**src/rtl/cap_dma_pkg.sv**
```systemverilog
package cap_dma_pkg;
    typedef enum logic {
        ST_IDLE = 1'b0,
        ST_FILL = 1'b1
    } cap_state_e;

    localparam logic [1:0] RA_START = 2'd0;
    localparam logic [1:0] RA_STOP  = 2'd1;
    localparam logic [1:0] RA_CTL   = 2'd2;

    localparam int CB_RUN    = 0;
    localparam int CB_IRQCLR = 1;
    localparam int CB_OVFCLR = 2;
endpackage

```
**src/rtl/cap_dma_regs.sv**
```systemverilog
module cap_dma_regs
    import cap_dma_pkg::*;
#(
    parameter int ADDR_W = 16
) (
    input  logic              clk,
    input  logic              rst_n,
    input  logic              reg_we,
    input  logic [1:0]        reg_addr,
    input  logic [ADDR_W-1:0] reg_wdata,
    input  logic              running,
    input  logic              consume,
    output logic [ADDR_W-1:0] start_addr,
    output logic [ADDR_W-1:0] stop_addr,
    output logic              pend_valid,
    output logic [ADDR_W-1:0] pend_addr,
    output logic              go_req,
    output logic              halt_req,
    output logic              irq_clr,
    output logic              ovf_clr
);
    logic ctl_wr;
    logic start_wr;

    always_comb begin
        ctl_wr   = reg_we && (reg_addr == RA_CTL);
        start_wr = reg_we && (reg_addr == RA_START);
        go_req   = ctl_wr &&  reg_wdata[CB_RUN];
        halt_req = ctl_wr && !reg_wdata[CB_RUN];
        irq_clr  = ctl_wr &&  reg_wdata[CB_IRQCLR];
        ovf_clr  = ctl_wr &&  reg_wdata[CB_OVFCLR];
    end

    // Programmed region bounds
    always_ff @(posedge clk) begin
        if (!rst_n) begin
            start_addr <= '0;
            stop_addr  <= '0;
        end else if (reg_we) begin
            if (reg_addr == RA_START) start_addr <= reg_wdata;
            if (reg_addr == RA_STOP)  stop_addr  <= reg_wdata;
        end
    end

    // Single pending-region slot: armed only while running
    always_ff @(posedge clk) begin
        if (!rst_n) begin
            pend_valid <= 1'b0;
            pend_addr  <= '0;
        end else if (start_wr && running && !halt_req) begin
            pend_valid <= 1'b1;
            pend_addr  <= reg_wdata;
        end else if (consume || !running || halt_req) begin
            pend_valid <= 1'b0;
        end
    end
endmodule

```
**src/rtl/cap_dma_fsm.sv**
```systemverilog
module cap_dma_fsm
    import cap_dma_pkg::*;
#(
    parameter int ADDR_W = 16
) (
    input  logic              clk,
    input  logic              rst_n,
    input  logic              go_req,
    input  logic              halt_req,
    input  logic [ADDR_W-1:0] start_addr,
    input  logic [ADDR_W-1:0] stop_addr,
    input  logic              pend_valid,
    input  logic [ADDR_W-1:0] pend_addr,
    input  logic              smp_valid,
    input  logic              mem_ready,
    output logic              running,
    output logic              mem_valid,
    output logic [ADDR_W-1:0] mem_addr,
    output logic              consume,
    output logic              region_done,
    output logic              drop
);
    cap_state_e        state_q, state_d;
    logic [ADDR_W-1:0] ptr_q;
    logic [ADDR_W-1:0] last_q;
    logic              accept;
    logic              load_start;
    logic              load_pend;

    // Outputs of the state machine
    always_comb begin
        running     = (state_q == ST_FILL);
        mem_valid   = running && smp_valid;
        mem_addr    = ptr_q;
        accept      = mem_valid && mem_ready;
        region_done = accept && (ptr_q == last_q);
        drop        = mem_valid && !mem_ready;
    end

    // Transitions: LAUNCH, HALT, CHAIN, FINISH
    always_comb begin
        state_d    = state_q;
        load_start = 1'b0;
        load_pend  = 1'b0;
        consume    = 1'b0;
        unique case (state_q)
            ST_IDLE: begin
                if (go_req) begin
                    state_d    = ST_FILL;
                    load_start = 1'b1;
                end
            end
            ST_FILL: begin
                if (halt_req) begin
                    state_d = ST_IDLE;
                end else if (region_done) begin
                    if (pend_valid) begin
                        load_pend = 1'b1;
                        consume   = 1'b1;
                    end else begin
                        state_d = ST_IDLE;
                    end
                end
            end
            default: state_d = ST_IDLE;
        endcase
    end

    always_ff @(posedge clk) begin
        if (!rst_n) state_q <= ST_IDLE;
        else        state_q <= state_d;
    end

    always_ff @(posedge clk) begin
        if (!rst_n) begin
            ptr_q  <= '0;
            last_q <= '0;
        end else if (load_start) begin
            ptr_q  <= start_addr;
            last_q <= stop_addr;
        end else if (load_pend) begin
            ptr_q  <= pend_addr;
            last_q <= stop_addr;
        end else if (accept) begin
            ptr_q  <= ptr_q + 1'b1;
        end
    end
endmodule

```
**src/rtl/cap_dma_flags.sv**
```systemverilog
module cap_dma_flags (
    input  logic clk,
    input  logic rst_n,
    input  logic region_done,
    input  logic irq_clr,
    input  logic drop,
    input  logic ovf_clr,
    output logic irq,
    output logic ovf
);
    always_ff @(posedge clk) begin
        if (!rst_n) begin
            irq <= 1'b0;
            ovf <= 1'b0;
        end else begin
            if (region_done)  irq <= 1'b1;
            else if (irq_clr) irq <= 1'b0;
            if (drop)         ovf <= 1'b1;
            else if (ovf_clr) ovf <= 1'b0;
        end
    end
endmodule

```
**src/rtl/cap_dma.sv**
```systemverilog
module cap_dma #(
    parameter int ADDR_W = 16
) (
    input  logic              clk,
    input  logic              rst_n,
    input  logic              reg_we,
    input  logic [1:0]        reg_addr,
    input  logic [ADDR_W-1:0] reg_wdata,
    input  logic              smp_valid,
    input  logic [7:0]        smp_data,
    output logic              mem_valid,
    input  logic              mem_ready,
    output logic [ADDR_W-1:0] mem_addr,
    output logic [7:0]        mem_data,
    output logic              irq,
    output logic              ovf,
    output logic              run_active
);
    logic [ADDR_W-1:0] start_addr;
    logic [ADDR_W-1:0] stop_addr;
    logic [ADDR_W-1:0] pend_addr;
    logic              pend_valid;
    logic              go_req;
    logic              halt_req;
    logic              irq_clr;
    logic              ovf_clr;
    logic              consume;
    logic              region_done;
    logic              drop;

    assign mem_data = smp_data;

    cap_dma_regs #(.ADDR_W(ADDR_W)) i_regs (
        .clk        (clk),
        .rst_n      (rst_n),
        .reg_we     (reg_we),
        .reg_addr   (reg_addr),
        .reg_wdata  (reg_wdata),
        .running    (run_active),
        .consume    (consume),
        .start_addr (start_addr),
        .stop_addr  (stop_addr),
        .pend_valid (pend_valid),
        .pend_addr  (pend_addr),
        .go_req     (go_req),
        .halt_req   (halt_req),
        .irq_clr    (irq_clr),
        .ovf_clr    (ovf_clr)
    );

    cap_dma_fsm #(.ADDR_W(ADDR_W)) i_fsm (
        .clk         (clk),
        .rst_n       (rst_n),
        .go_req      (go_req),
        .halt_req    (halt_req),
        .start_addr  (start_addr),
        .stop_addr   (stop_addr),
        .pend_valid  (pend_valid),
        .pend_addr   (pend_addr),
        .smp_valid   (smp_valid),
        .mem_ready   (mem_ready),
        .running     (run_active),
        .mem_valid   (mem_valid),
        .mem_addr    (mem_addr),
        .consume     (consume),
        .region_done (region_done),
        .drop        (drop)
    );

    cap_dma_flags i_flags (
        .clk         (clk),
        .rst_n       (rst_n),
        .region_done (region_done),
        .irq_clr     (irq_clr),
        .drop        (drop),
        .ovf_clr     (ovf_clr),
        .irq         (irq),
        .ovf         (ovf)
    );
endmodule

```
**config.mk**
```make
export PLATFORM = sky130hd
export DESIGN_NAME = cap_dma
export DESIGN_NICKNAME = d
export VERILOG_FILES = /design/src/rtl/cap_dma_pkg.sv /design/src/rtl/cap_dma_regs.sv /design/src/rtl/cap_dma_fsm.sv /design/src/rtl/cap_dma_flags.sv /design/src/rtl/cap_dma.sv
export SDC_FILE = /design/constraint.sdc
export NUM_CORES = 1
export LEC_CHECK = 0
export BUFFER_PORTS_ARGS = -buffer_cell sky130_fd_sc_hd__buf_2
export CAP_MARGIN = 20
export CELL_PAD_IN_SITES_DETAIL_PLACEMENT = 0
export CELL_PAD_IN_SITES_GLOBAL_PLACEMENT = 1
export CORE_MARGIN = 10
export CORE_UTILIZATION = 41
export CTS_CLUSTER_SIZE = 28
export DETAILED_ROUTE_END_ITERATION = 12
export MAX_ROUTING_LAYER = met4
export PLACE_DENSITY = 0.75
export SETUP_SLACK_MARGIN = 0.02
export SLEW_MARGIN = 20
export SYNTH_ARGS = -nofsm -noshare
export SYNTH_HDL_FRONTEND = slang
export SYNTH_HIERARCHICAL = 1
export SYNTH_SLANG_ARGS = --single-unit
```
**constraint.sdc**
```tcl
create_clock -name clk -period 2.5 [get_ports clk]
set_input_delay 0 -clock clk [delete_from_list [all_inputs] [get_ports clk]]
set_output_delay 0 -clock clk [all_outputs]
set_load 0.01 [all_outputs]
```
==> run summary, run 1 <==
The flow ran to the end, and the final reports show no timing, DRC or antenna violations. The first global-routing pass estimated between 15000 and 20000 um of wire. The worst hold-check path type is in2out. The worst register-to-register path ends at i_fsm/last_q[5]$_SDFFE_PN0P_.

Counting along the longest clock path gives a buffer depth of 2. The worst setup path category is reg2reg. The net count reported at finish is 517.

The worst hold path stage count is 0. The number of inserted filler cells in the final layout came out at about 950. Entering global routing, the biggest net connects 53 pins. Counting every sink on the clock net gives 84. Pin placement for this block handled 59 I/O pins. The number of vias per cell after detailed routing is 4.97. The initial standard-cell utilization of the core came out at 41.8%. The reg-to-reg critical path startpoint is i_fsm/mem_addr[11]$_SDFFE_PN0P_. Setup total negative slack on the finished layout was measured at 0 ns. The proportion of synthesized flip-flops having asynchronous set or reset is 0%.

The area of the die is between 10000 and 15000 um2. The placeable core region is a little under 10000 um2. The H-tree was split into 3 levels. TritonCTS built the clock tree. The worst relative slew slack is 52.7%. After clock tree synthesis, the clock-pin slew on the worst setup and hold paths is 0.08 ns. The synthesized instance count is 437.

The root buffer cell chosen for the clock tree is sky130_fd_sc_hd__clkbuf_8. The placement row count is 36. Each instance of the synthesized netlist takes up on average 9.32 um2.

The terminating pin of the worst hold path is mem_data[2]. The share of the core filled with cells in the final layout came out at between 40% and 50%. The number of hold violations in the final report is 0. The worst setup path is captured at a register. The maximum clock rate is 0.495 GHz.

The chip height is about 120 um. The remaining antenna violation count is 0. The total of flip-flops plus latches after synthesis is 84.

The global routing met3 resource utilization came out at 3.98%. The warning count from the yosys run is 6. The sequential cell area fraction in the yosys report came out at 41.3%. The number of antenna cells inserted came out at 0. The cell area after synthesis came out at 4070 um2. Setup violations remaining at the end of the flow were counted as 0. The worst slack at placement is 0.470 ns. The final weighted congestion of routability-driven global placement came out at 0.841. The met2 usage in global routing came out at 24.2%.

The number of design-rule violations left by the first detailed-router iteration is 164. The total CTS buffers is 9. The post-layout worst setup margin is between 0.4 and 0.5 ns. The required time of the critical path is 2.75 ns. Measured in cells, the most critical reg-to-reg path has a length of 7.

The latest clock arrival within the worst-skew pair is between 0.3 and 0.4 ns. The max-slew violation count came out at 0. The global routing stage identified its most utilized layer as met2. The number of post-CTS setup repair buffers is 0.

The number of antenna violations at the first check in global routing was 0. From synthesis to final layout, the design area changed by 15.3%. The via count of the first global-routing pass is 3237. The clock tree skew after final layout is 0.0117 ns. The number of buffer cells added on primary ports came out at 42.

The slew at the pin closest to its max-slew limit is 0.710 ns. The post-detailed-route DRC marker count came out at 0. The static leakage is 2.00 nW. The worst-path maximum fanout is 9.

The total routed wirelength came out at 9950 um. The average wire per cell in the routed design came out at 16.0 um. The net count after synthesis is between 400 and 500. The sum of net half-perimeters after detailed placement came out at between 6000 and 7000 um. The met1 track demand over resource in global routing came out at 17.6%. Across the run, the number of max-cap violations was 0.

Counting flops with a built-in enable in the synthesized netlist gives 0. The number of distinct library cell variants in the gate-level netlist after synthesis is 50. Setup repair after global routing left no endpoint under its margin. The vias after detailed routing is 3098. The overall die width came out at approximately 120 um. The kind of start point of the critical path is a register. The time the worst path needs with I/O delays and setup is 2.02 ns. The areal power density over the cells came out at between 500 and 600 nW/um2.

The final critical path takes up 80.8% of the cycle. For this run, the detailed router's first-pass iteration total came to 4. The maximum vdd ir drop is 0.439 mV.

In this run the most critical hold path is launched from smp_data[2]. In the synthesized netlist the dominant register cell turns out to be sky130_fd_sc_hd__dfxtp_1. The fraction of final layout cells with drive strength greater than 1 came out at 17.1%. The data arrival time of the worst path came out at roughly 2.3 ns. The setup slack of the worst register-to-register path came out at 0.48 ns. The overall fraction of global-route tracks in use is between 10 and 15%. The remaining global-route overflow is 0.
==> cells in the mapped netlist, types with 9 or more instances <==
| cell type | n | share of area [%] |
|---|---|---|
| sky130_fd_sc_hd__buf_4 | 12 | 2.2 |
| sky130_fd_sc_hd__clkbuf_1 | 13 | 1.2 |
| sky130_fd_sc_hd__dfxtp_1 | 84 | 41 |
| sky130_fd_sc_hd__mux2i_1 | 75 | 18 |
| sky130_fd_sc_hd__nand2_1 | 80 | 7.4 |
| sky130_fd_sc_hd__nand3_1 | 10 | 1.2 |
| sky130_fd_sc_hd__nand4_1 | 10 | 1.5 |
| sky130_fd_sc_hd__nor2_1 | 9 | 0.83 |
| sky130_fd_sc_hd__nor2b_1 | 19 | 2.9 |
| sky130_fd_sc_hd__nor3_1 | 13 | 1.6 |
| sky130_fd_sc_hd__o21ai_0 | 14 | 1.7 |
| sky130_fd_sc_hd__xnor2_1 | 21 | 4.5 |
==> worst max-delay path, cell delays in order (launching register included) <==
cell	delay, ns
sky130_fd_sc_hd__dfxtp_1	0.48
sky130_fd_sc_hd__xnor2_1	0.22
sky130_fd_sc_hd__nand4_1	0.15
sky130_fd_sc_hd__nor3_2	0.31
sky130_fd_sc_hd__a31o_1	0.25
sky130_fd_sc_hd__buf_4	0.23
sky130_fd_sc_hd__mux2i_1	0.21
sky130_fd_sc_hd__nor2b_1	0.06
==> cell families (layout without fill, tap and decap cells) <==
family | count (synthesis) | after routing | synth area share, %
xor+xnor | 28 | 28 | 6.02
flops | 84 | 84 | 41.3
simple gates | 170 | 170 | 21.6
compound gates | 39 | 39 | 6.18
mux | 75 | 75 | 18.4
buf+inv | 40 | 93 | 6.18
fa+ha+maj | 1 | 1 | 0.307
==> state kept, by name, indices dropped and copies added (netlist names) <==
register and count:
i_flags/irq 1, i_flags/ovf 1, i_fsm/last_q 16, i_fsm/mem_addr 16, i_fsm/running 1, i_regs/pend_addr 16
i_regs/pend_valid 1, i_regs/start_addr 16, i_regs/stop_addr 16
==> layout make-up <==
| cell class | count | area, um2 | area share (%) |
|---|---|---|---|
| Multi-Input combinational cell | 313 | 2140 | 45.6 |
| Sequential cell | 84 | 1680 | 35.8 |
| Timing Repair Buffer | 74 | 493 | 10.5 |
| Tap cell | 133 | 166 | 3.55 |
| Clock buffer | 12 | 155 | 3.31 |
| Clock inverter | 4 | 47.5 | 1.01 |
| Inverter | 3 | 11.3 | 0.240 |
==> report_power, final <==
group	total, mW	switching (mW)	internal (mW)
registers	1.39	0.0258	1.37
logic	0.214	0.115	0.0982
clock network	0.980	0.467	0.513
==> worst max path at each step <==
stage | slack [ns] | start | to
final | 0.48 | i_fsm/mem_addr[11]$_SDFFE_PN0P_ | i_fsm/last_q[5]$_SDFFE_PN0P_
after global routing | 0.29 | i_fsm/mem_addr[11]$_SDFFE_PN0P_ | i_fsm/last_q[9]$_SDFFE_PN0P_
after detailed placement | 0.47 | i_fsm/mem_addr[11]$_SDFFE_PN0P_ | i_fsm/last_q[5]$_SDFFE_PN0P_
after floorplan | 0.64 | i_fsm/running$_SDFF_PN0_ | i_fsm/mem_addr[9]$_SDFFE_PN0P_
after global placement | 0.52 | i_fsm/mem_addr[11]$_SDFFE_PN0P_ | i_fsm/mem_addr[3]$_SDFFE_PN0P_
after CTS | 0.46 | i_fsm/mem_addr[11]$_SDFFE_PN0P_ | i_fsm/last_q[9]$_SDFFE_PN0P_
==> per-stage QoR <==
stage	hold slack [ns]	instance area, um2	power (mW)	instances
finish	0.00000391	4690	2.59	623
CTS	0.0000749	4690	2.61	623
global route	0.0000190	4690	2.69	623
detailed placement	0.0000749	4320	1.62	590
global placement	0.0000749	4320	1.61	590
floorplan	0.0918	4070	1.56	437
==> what timing repair did <==
item | in CTS | in global routing
resized for setup | 0 | 0
hold buffers | 17 | 0
hold endpoints to repair | 49 | 0
endpoints found under the setup margin | 0 | 0
==> metal layers <==
layer	up-vias	share of wire, %
met2	49	48
met5	-	0
li1	1588	-
met1	1456	47
met4	0	0.53
met3	5	3.6
==> placed cells by master (no fill, tap or decap), types with 2 or more instances in the layout <==
cell type / count
sky130_fd_sc_hd__a21oi_1: 5
sky130_fd_sc_hd__nand3_1: 10
sky130_fd_sc_hd__nand2b_1: 2
sky130_fd_sc_hd__o21ai_1: 3
sky130_fd_sc_hd__o21a_1: 4
sky130_fd_sc_hd__clkbuf_8: 11
sky130_fd_sc_hd__inv_1: 3
sky130_fd_sc_hd__xor2_1: 7
sky130_fd_sc_hd__mux2i_1: 75
sky130_fd_sc_hd__clkinv_2: 2
sky130_fd_sc_hd__and2_1: 3
sky130_fd_sc_hd__nor2b_4: 2
sky130_fd_sc_hd__nor2_1: 9
sky130_fd_sc_hd__nor3_2: 4
sky130_fd_sc_hd__o21ai_0: 14
sky130_fd_sc_hd__o31ai_1: 2
sky130_fd_sc_hd__or3_1: 2
sky130_fd_sc_hd__dfxtp_1: 84
sky130_fd_sc_hd__nor3_1: 13
sky130_fd_sc_hd__and3_1: 6
sky130_fd_sc_hd__nand4_1: 10
sky130_fd_sc_hd__buf_4: 15
sky130_fd_sc_hd__buf_2: 42
sky130_fd_sc_hd__dlygate4sd3_1: 17
sky130_fd_sc_hd__xnor2_1: 21
sky130_fd_sc_hd__nand2_1: 80
sky130_fd_sc_hd__nor2b_1: 19
sky130_fd_sc_hd__a31oi_1: 2
Note: power is estimated with default switching activity, not from simulation.
==> run 2, diff against run 1 <==
Settings changed: CORE_UTILIZATION 41 to 39.
Clock period 2.5 ns to 1.7 ns, I/O delays scaled along.
==> run summary, run 2 (synthesized netlist as in run 1, its figures left out) <==
The final weighted congestion of routability-driven global placement came to 0.815 (was 0.841). The total routed wirelength came out at 10300 um (was 9950 um). Cells along the critical path: xnor2_2 > nand4_1 > nor3_4 > and3_4 > buf_8 > mux2i_1 > o31ai_1 (was xnor2_1 > nand4_1 > nor3_2 > a31o_1 > buf_4 > mux2i_1 > nor2b_1). The maximum number of pins on one net before global-route repair is 43 (was 53). The fraction of final layout cells with drive strength greater than 1 is 29.4% (was 17.1%). The most common cell after layout, fill and taps aside is sky130_fd_sc_hd__nand2_1 (was sky130_fd_sc_hd__dfxtp_1). The I/O pin count came out at 59 (unchanged). The global-route wire length before repair is 16600 um (about the same). The maximum vdd ir drop came out at 0.334 mV (was 0.439 mV). The critical-path cell with the highest stage delay is sky130_fd_sc_hd__dfxtp_2 (was sky130_fd_sc_hd__dfxtp_1). The maximum count of clock buffers along a single path came out at 2 (unchanged). The remaining antenna violation count is 0 (unchanged). The final cell count without fillers came out at 656 (was 623).

The type of element capturing the critical path is a register (unchanged). Commonest cells after routing, fill and taps aside: sky130_fd_sc_hd__nand2_1 (80), sky130_fd_sc_hd__mux2i_1 (73), sky130_fd_sc_hd__dfxtp_1 (65), sky130_fd_sc_hd__buf_2 (42), sky130_fd_sc_hd__buf_4 (34) (was sky130_fd_sc_hd__dfxtp_1 (84), sky130_fd_sc_hd__nand2_1 (80), sky130_fd_sc_hd__mux2i_1 (75), sky130_fd_sc_hd__buf_2 (42), sky130_fd_sc_hd__xnor2_1 (21)). The share of the core filled with cells in the final layout is 50.5% (was 48.2%). The areal power density over the cells is 744 nW/um2 (was 551 nW/um2). The family with the most delay on the worst path is simple AND/OR/NAND/NOR gates (unchanged). The final worst hold slack is 0.00000443 ns (was 0.00000391 ns). The post-layout worst setup margin is -0.103 ns (was 0.479 ns). The worst relative slew slack came out at 73.5% (was 52.7%).

The net count reported at finish is 547 (was 517). The clock tree from TritonCTS is yes (unchanged). The H-tree level count came to 3 (unchanged). The maximum clock rate is 0.554 GHz (was 0.495 GHz). The kind of start point of the critical path is a register (unchanged). The number of vias per cell after detailed routing came to 4.96 (was 4.97).

The total CTS buffers came out at 9 (unchanged). The sum of net half-perimeters after detailed placement is 7250 um (was 6860 um). The data arrival time of the worst path is 2.04 ns (was 2.27 ns). The number of sinks handled by clock tree synthesis is 84 (unchanged). The number of design-rule violations left by the first detailed-router iteration came to 203 (was 164).

The post-detailed-route DRC marker count is 0 (unchanged). The remaining global-route overflow is 0 (unchanged). The synthesis-to-finish area growth was 27.0% (was 15.3%). The number of antenna cells inserted was 0 (unchanged).

The number of setup violations in the final report is 21 (was 0). The final period utilization is 106% (was 80.8%). The average wire per cell in the routed design came out at 15.7 um (was 16.0 um). The initial standard-cell utilization of the core came to 39.8% (was 41.8%). The clock input transition at the sequential cells of the worst setup and hold paths came out at 0.08 ns (about the same). The overall fraction of global-route tracks in use came out at 14.4% (was 14.7%).

The worst-path maximum fanout came out at 7 (was 9). The area of the die is 14900 um2 (was 14300 um2). The chip height is 122 um (was 120 um). The latest clock arrival within the worst-skew pair is 0.36 ns (was 0.35 ns). The static leakage was 2.19 nW (was 2.00 nW). The number of buffer cells added on primary ports came to 42 (unchanged). The cell at the root of the clock tree is sky130_fd_sc_hd__clkbuf_8 (unchanged). The count of TritonRoute iterations in the first routing pass is 4 (unchanged).

The vias after detailed routing came out at 3253 (was 3098). The number of hold violations in the final report came out at 0 (unchanged). The worst hold-check path type is in2out (unchanged). The checks that failed: negative setup slack. The highest metal layer used by the detailed router was met4 (unchanged). The number of antenna violations at the first check in global routing is 0 (unchanged). The overall die width came out at 122 um (was 120 um). Result of the run: complete, but fails checks (was completed). The time the worst path needs with I/O delays and setup came to 1.80 ns (was 2.02 ns). Setup repair after global routing missed its margin: true (was false).

The met1 wire length came to 4890 um (was 4720 um). The placeable core region is 10200 um2 (was 9730 um2). The maximum cell stage delay along the critical path is 0.34 ns (was 0.48 ns). The count of maximum capacitance violations came to 0 (unchanged). The clock tree skew after final layout came to 0.0102 ns (was 0.0117 ns). The met3 routed wirelength came to 526 um (was 363 um). The required time of the critical path came out at 1.93 ns (was 2.75 ns). The routed wire length on met2 came to 4770 um (was 4810 um). The placement row count is 37 (was 36). The worst setup path category is reg2reg (unchanged). The combined buffer and inverter count along the critical path was 1 (unchanged). The slew at the pin closest to its max-slew limit came out at 0.398 ns (was 0.710 ns). The instance count after placement with tap cells included was 617 (was 590). The max-slew violation count came out at 0 (unchanged). The via count of the first global-routing pass is 3388 (was 3237).
run 2: cell count changes in the layout (fill, tap and decap cells not counted), moves of 7 or more:
cell                      before  now
sky130_fd_sc_hd__buf_4        15   34
sky130_fd_sc_hd__buf_6         0    7
sky130_fd_sc_hd__dfxtp_1      84   65
sky130_fd_sc_hd__dfxtp_2       0   17
sky130_fd_sc_hd__xnor2_1      21   13
sky130_fd_sc_hd__xnor2_2       0    7
run 2: through the flow:
stage          TNS, ns  setup slack, ns  power [mW]  instance area [um2]
2_1_floorplan   -0.379          -0.0526        2.31                 4140
3_3_place_gp     -2.24           -0.124        2.41                 4550
3_5_place_dp     -2.61           -0.178        2.41                 4550
4_1_cts         -0.208          -0.0435        3.89                 5090
5_1_grt          -3.66           -0.205        4.00                 5170
6_report        -0.796           -0.103        3.85                 5170
run 2: repair_timing:
action,4_1_cts,5_1_grt
pin swaps,13,14
setup buffers,5,0
endpoints found under the setup margin,34,35
hold endpoints to repair,49,0
resized for setup,25,21
hold buffers,18,0
run 2: area by class of cell:
cell class,count,area [um2]
multi-input combinational,313,2310
clock inverter,3,46.3
inverter,3,11.3
sequential,84,1710
timing repair buffer,104,769
tap,136,170
fill,968,5060
clock buffer,13,149
run 2: path summary, 6_finish.rpt:
kind	from	end	slack, ns	cells past startpoint
max	i_fsm/mem_addr[10]$_SDFFE_PN0P_	i_fsm/mem_addr[12]$_SDFFE_PN0P_	-0.10	7
min	smp_data[3]	mem_data[3]	0.000004	0
max reg2reg	i_fsm/mem_addr[10]$_SDFFE_PN0P_	i_fsm/mem_addr[12]$_SDFFE_PN0P_	-0.10	7
min reg2reg	i_regs/start_addr[4]$_SDFFE_PN0P_	i_regs/start_addr[4]$_SDFFE_PN0P_	0.46	2
run 2: where the power goes:
group / switching, mW / internal [mW] / total, mW
Combinational: 0.195 / 0.179 / 0.374
Clock: 0.708 / 0.724 / 1.43
Sequential: 0.0309 / 2.01 / 2.04
run 2: metal layers:
metal	vias to the layer above	global-route usage, %
met1	1516	18.2
met4	0	4.71
met5	-	-
met2	77	21.8
met3	11	4.12
li1	1649	-
==> run 3, diff against run 2 <==
Settings changed: MAX_ROUTING_LAYER met4 to default.
==> run summary, run 3 (synthesized netlist as in run 1, its figures left out) <==
Result of the run: complete, but fails checks (unchanged). Failing checks: negative setup slack (unchanged). Commonest cells after routing, fill and taps aside: sky130_fd_sc_hd__nand2_1 (80), sky130_fd_sc_hd__mux2i_1 (73), sky130_fd_sc_hd__dfxtp_1 (65), sky130_fd_sc_hd__buf_2 (42), sky130_fd_sc_hd__buf_4 (34) (unchanged).

The final weighted congestion of routability-driven global placement is 0.803 (was 0.815). The required time of the critical path is 1.93 ns (about the same). The maximum number of pins on one net before global-route repair came to 43 (unchanged).

The final worst hold slack is 0.00000443 ns (unchanged). The number of hold violations in the final report came out at 0 (unchanged). The number of buffer cells added on primary ports came to 42 (unchanged). The reg-to-reg critical path startpoint was i_fsm/mem_addr[10]$_SDFFE_PN0P_ (unchanged). The clock input transition at the sequential cells of the worst setup and hold paths was 0.08 ns (about the same). The count of TritonRoute iterations in the first routing pass is 4 (unchanged). The end of the worst register-to-register path is i_fsm/mem_addr[12]$_SDFFE_PN0P_ (unchanged). The overall die width is 122 um (unchanged). The vias after detailed routing is 3245 (was 3253). The net switching power figure is 934 uW (was 935 uW). The remaining global-route overflow is 0 (unchanged). The switching portion of total power came out at 24.3% (about the same). The slew at the pin closest to its max-slew limit is 0.394 ns (was 0.398 ns).

The path depth of the worst reg2reg path is 7 (unchanged). The maximum vdd ir drop came to 0.333 mV (was 0.334 mV). The static leakage came out at 2.19 nW (unchanged). The number of design-rule violations left by the first detailed-router iteration was 191 (was 203). The capture point of the worst path is i_fsm/mem_addr[12]$_SDFFE_PN0P_ (unchanged). The clock tree skew after final layout came out at 0.0108 ns (was 0.0102 ns). The max-slew violation count is 0 (unchanged). The kind of start point of the critical path was a register (unchanged). The post-detailed-route DRC marker count came out at 0 (unchanged). The worst hold-check path type is in2out (unchanged). The number of antenna violations at the first check in global routing was 0 (unchanged). The initial standard-cell utilization of the core is 39.8% (unchanged). The H-tree level count came out at 3 (unchanged). The sum of net half-perimeters after detailed placement came out at 7250 um (unchanged). The final cell count without fillers is 656 (unchanged). The global-route wire length before repair is 16600 um (unchanged).

The time the worst path needs with I/O delays and setup came out at 1.81 ns (was 1.80 ns). The placement row count came out at 37 (unchanged). The overall fraction of global-route tracks in use came to 14.0% (was 14.4%). The sequential share of power is 53.0% (about the same). The post-layout worst setup margin came out at -0.108 ns (was -0.103 ns). The placeable core region came to 10200 um2 (unchanged).

The number of sinks handled by clock tree synthesis came out at 84 (unchanged). Setup repair after global routing missed its margin: true (unchanged). The data arrival time of the worst path came out at 2.04 ns (about the same). The worst setup path category is reg2reg (unchanged). The cell at the root of the clock tree is sky130_fd_sc_hd__clkbuf_8 (unchanged). The portion of total power attributed to combinational logic came to 9.7% (about the same).

The number of antenna cells inserted came to 0 (unchanged). The most common cell after layout, fill and taps aside is sky130_fd_sc_hd__nand2_1 (unchanged). The maximum clock rate was 0.553 GHz (was 0.554 GHz). The type of element capturing the critical path is a register (unchanged). The internal portion of total power was 2.91 mW (about the same). The number of vias per cell after detailed routing came out at 4.95 (was 4.96). The instance count after placement with tap cells included was 617 (unchanged). The fraction of final layout cells with drive strength greater than 1 came out at 29.4% (unchanged). The relative contribution of the clock network to total power is 37.2% (was 37.3%). The clock tree from TritonCTS was yes (unchanged). The latest clock arrival within the worst-skew pair is 0.36 ns (about the same). The I/O pin count is 59 (unchanged). The number of setup violations in the final report is 21 (unchanged).

The worst slack at placement was -0.178 ns (unchanged). The worst-path maximum fanout came to 7 (unchanged). The critical path launch point is i_fsm/mem_addr[10]$_SDFFE_PN0P_ (unchanged).

The worst relative slew slack is 73.7% (was 73.5%). The total power came to 3.84 mW (was 3.85 mW). The count of maximum capacitance violations is 0 (unchanged).

The maximum count of clock buffers along a single path came out at 2 (unchanged). The average wire per cell in the routed design came to 15.7 um (about the same). The areal power density over the cells is 744 nW/um2 (about the same). The via count of the first global-routing pass came out at 3390 (was 3388). The total CTS buffers was 9 (unchanged). The area of the die is 14900 um2 (unchanged).

The remaining antenna violation count was 0 (unchanged). The synthesis-to-finish area growth is 27.0% (unchanged). The net count reported at finish came out at 547 (unchanged). The total routed wirelength is 10300 um (about the same). The setup slack of the worst register-to-register path is -0.11 ns (was -0.10 ns). The chip height is 122 um (unchanged).

The final period utilization is 106% (about the same).
==> run 3: power by group through the flow <==
stage          Clock, mW  Sequential, mW  Combinational, mW
6_report            1.43            2.04              0.375
5_1_grt             1.54            2.04              0.411
4_1_cts             1.48            2.04              0.373
3_5_place_dp           0            2.08              0.330
3_3_place_gp           0            2.08              0.324
2_1_floorplan          0            2.09              0.222
==> run 3: repair_timing <==
| item | in CTS | in global routing |
|---|---|---|
| hold buffers | 18 | 0 |
| hold endpoints to repair | 49 | 0 |
| buffers inserted | 5 | 0 |
| resized for setup | 25 | 21 |
| setup endpoints to repair | 34 | 35 |
| pin swaps | 13 | 14 |
==> run 3: area by class of cell <==
type                            count  area, um2
Tap cell                          136        170
Inverter                            3       11.3
Sequential cell                    84       1710
Multi-Input combinational cell    313       2310
Clock buffer                       13        149
Timing Repair Buffer              104        769
Clock inverter                      3       46.3
Fill cell                         968       5060
==> run 3: how the worst min path moves through the flow <==
stage                     cells past startpoint  slack (ns)        start           to
after global placement                        0     0.00007  smp_data[1]  mem_data[1]
final                                         0    0.000004  smp_data[3]  mem_data[3]
after floorplan                               1        0.09  smp_data[0]  mem_data[0]
after CTS                                     0     0.00007  smp_data[1]  mem_data[1]
after global routing                          0     0.00003  smp_data[0]  mem_data[0]
after detailed placement                      0     0.00007  smp_data[1]  mem_data[1]
==> run 3: critical path, stage by stage, from the launching register on <==
cell and delay [ns]:
sky130_fd_sc_hd__dfxtp_2 0.34, sky130_fd_sc_hd__xnor2_2 0.19, sky130_fd_sc_hd__nand4_1 0.19, sky130_fd_sc_hd__nor3_4 0.27
sky130_fd_sc_hd__and3_4 0.26, sky130_fd_sc_hd__buf_8 0.14, sky130_fd_sc_hd__mux2i_1 0.22, sky130_fd_sc_hd__o31ai_1 0.08
==> run 3: routing by layer <==
metal,vias up,global-route usage (%),part of all wire (%)
li1,1645,-,-
met1,1521,18.0,47
met2,71,21.9,46
met3,8,4.30,5.5
met4,0,4.71,1.1
met5,-,0,0
==> run 3: per-stage QoR <==
stage | TNS (ns) | cell area, um2 | utilization [%]
6_report | -0.860 | 5170 | 50.5
5_1_grt | -3.65 | 5170 | 50.5
4_1_cts | -0.208 | 5090 | 49.7
3_5_place_dp | -2.61 | 4550 | 44.5
3_3_place_gp | -2.24 | 4550 | 44.5
2_1_floorplan | -0.379 | 4140 | -
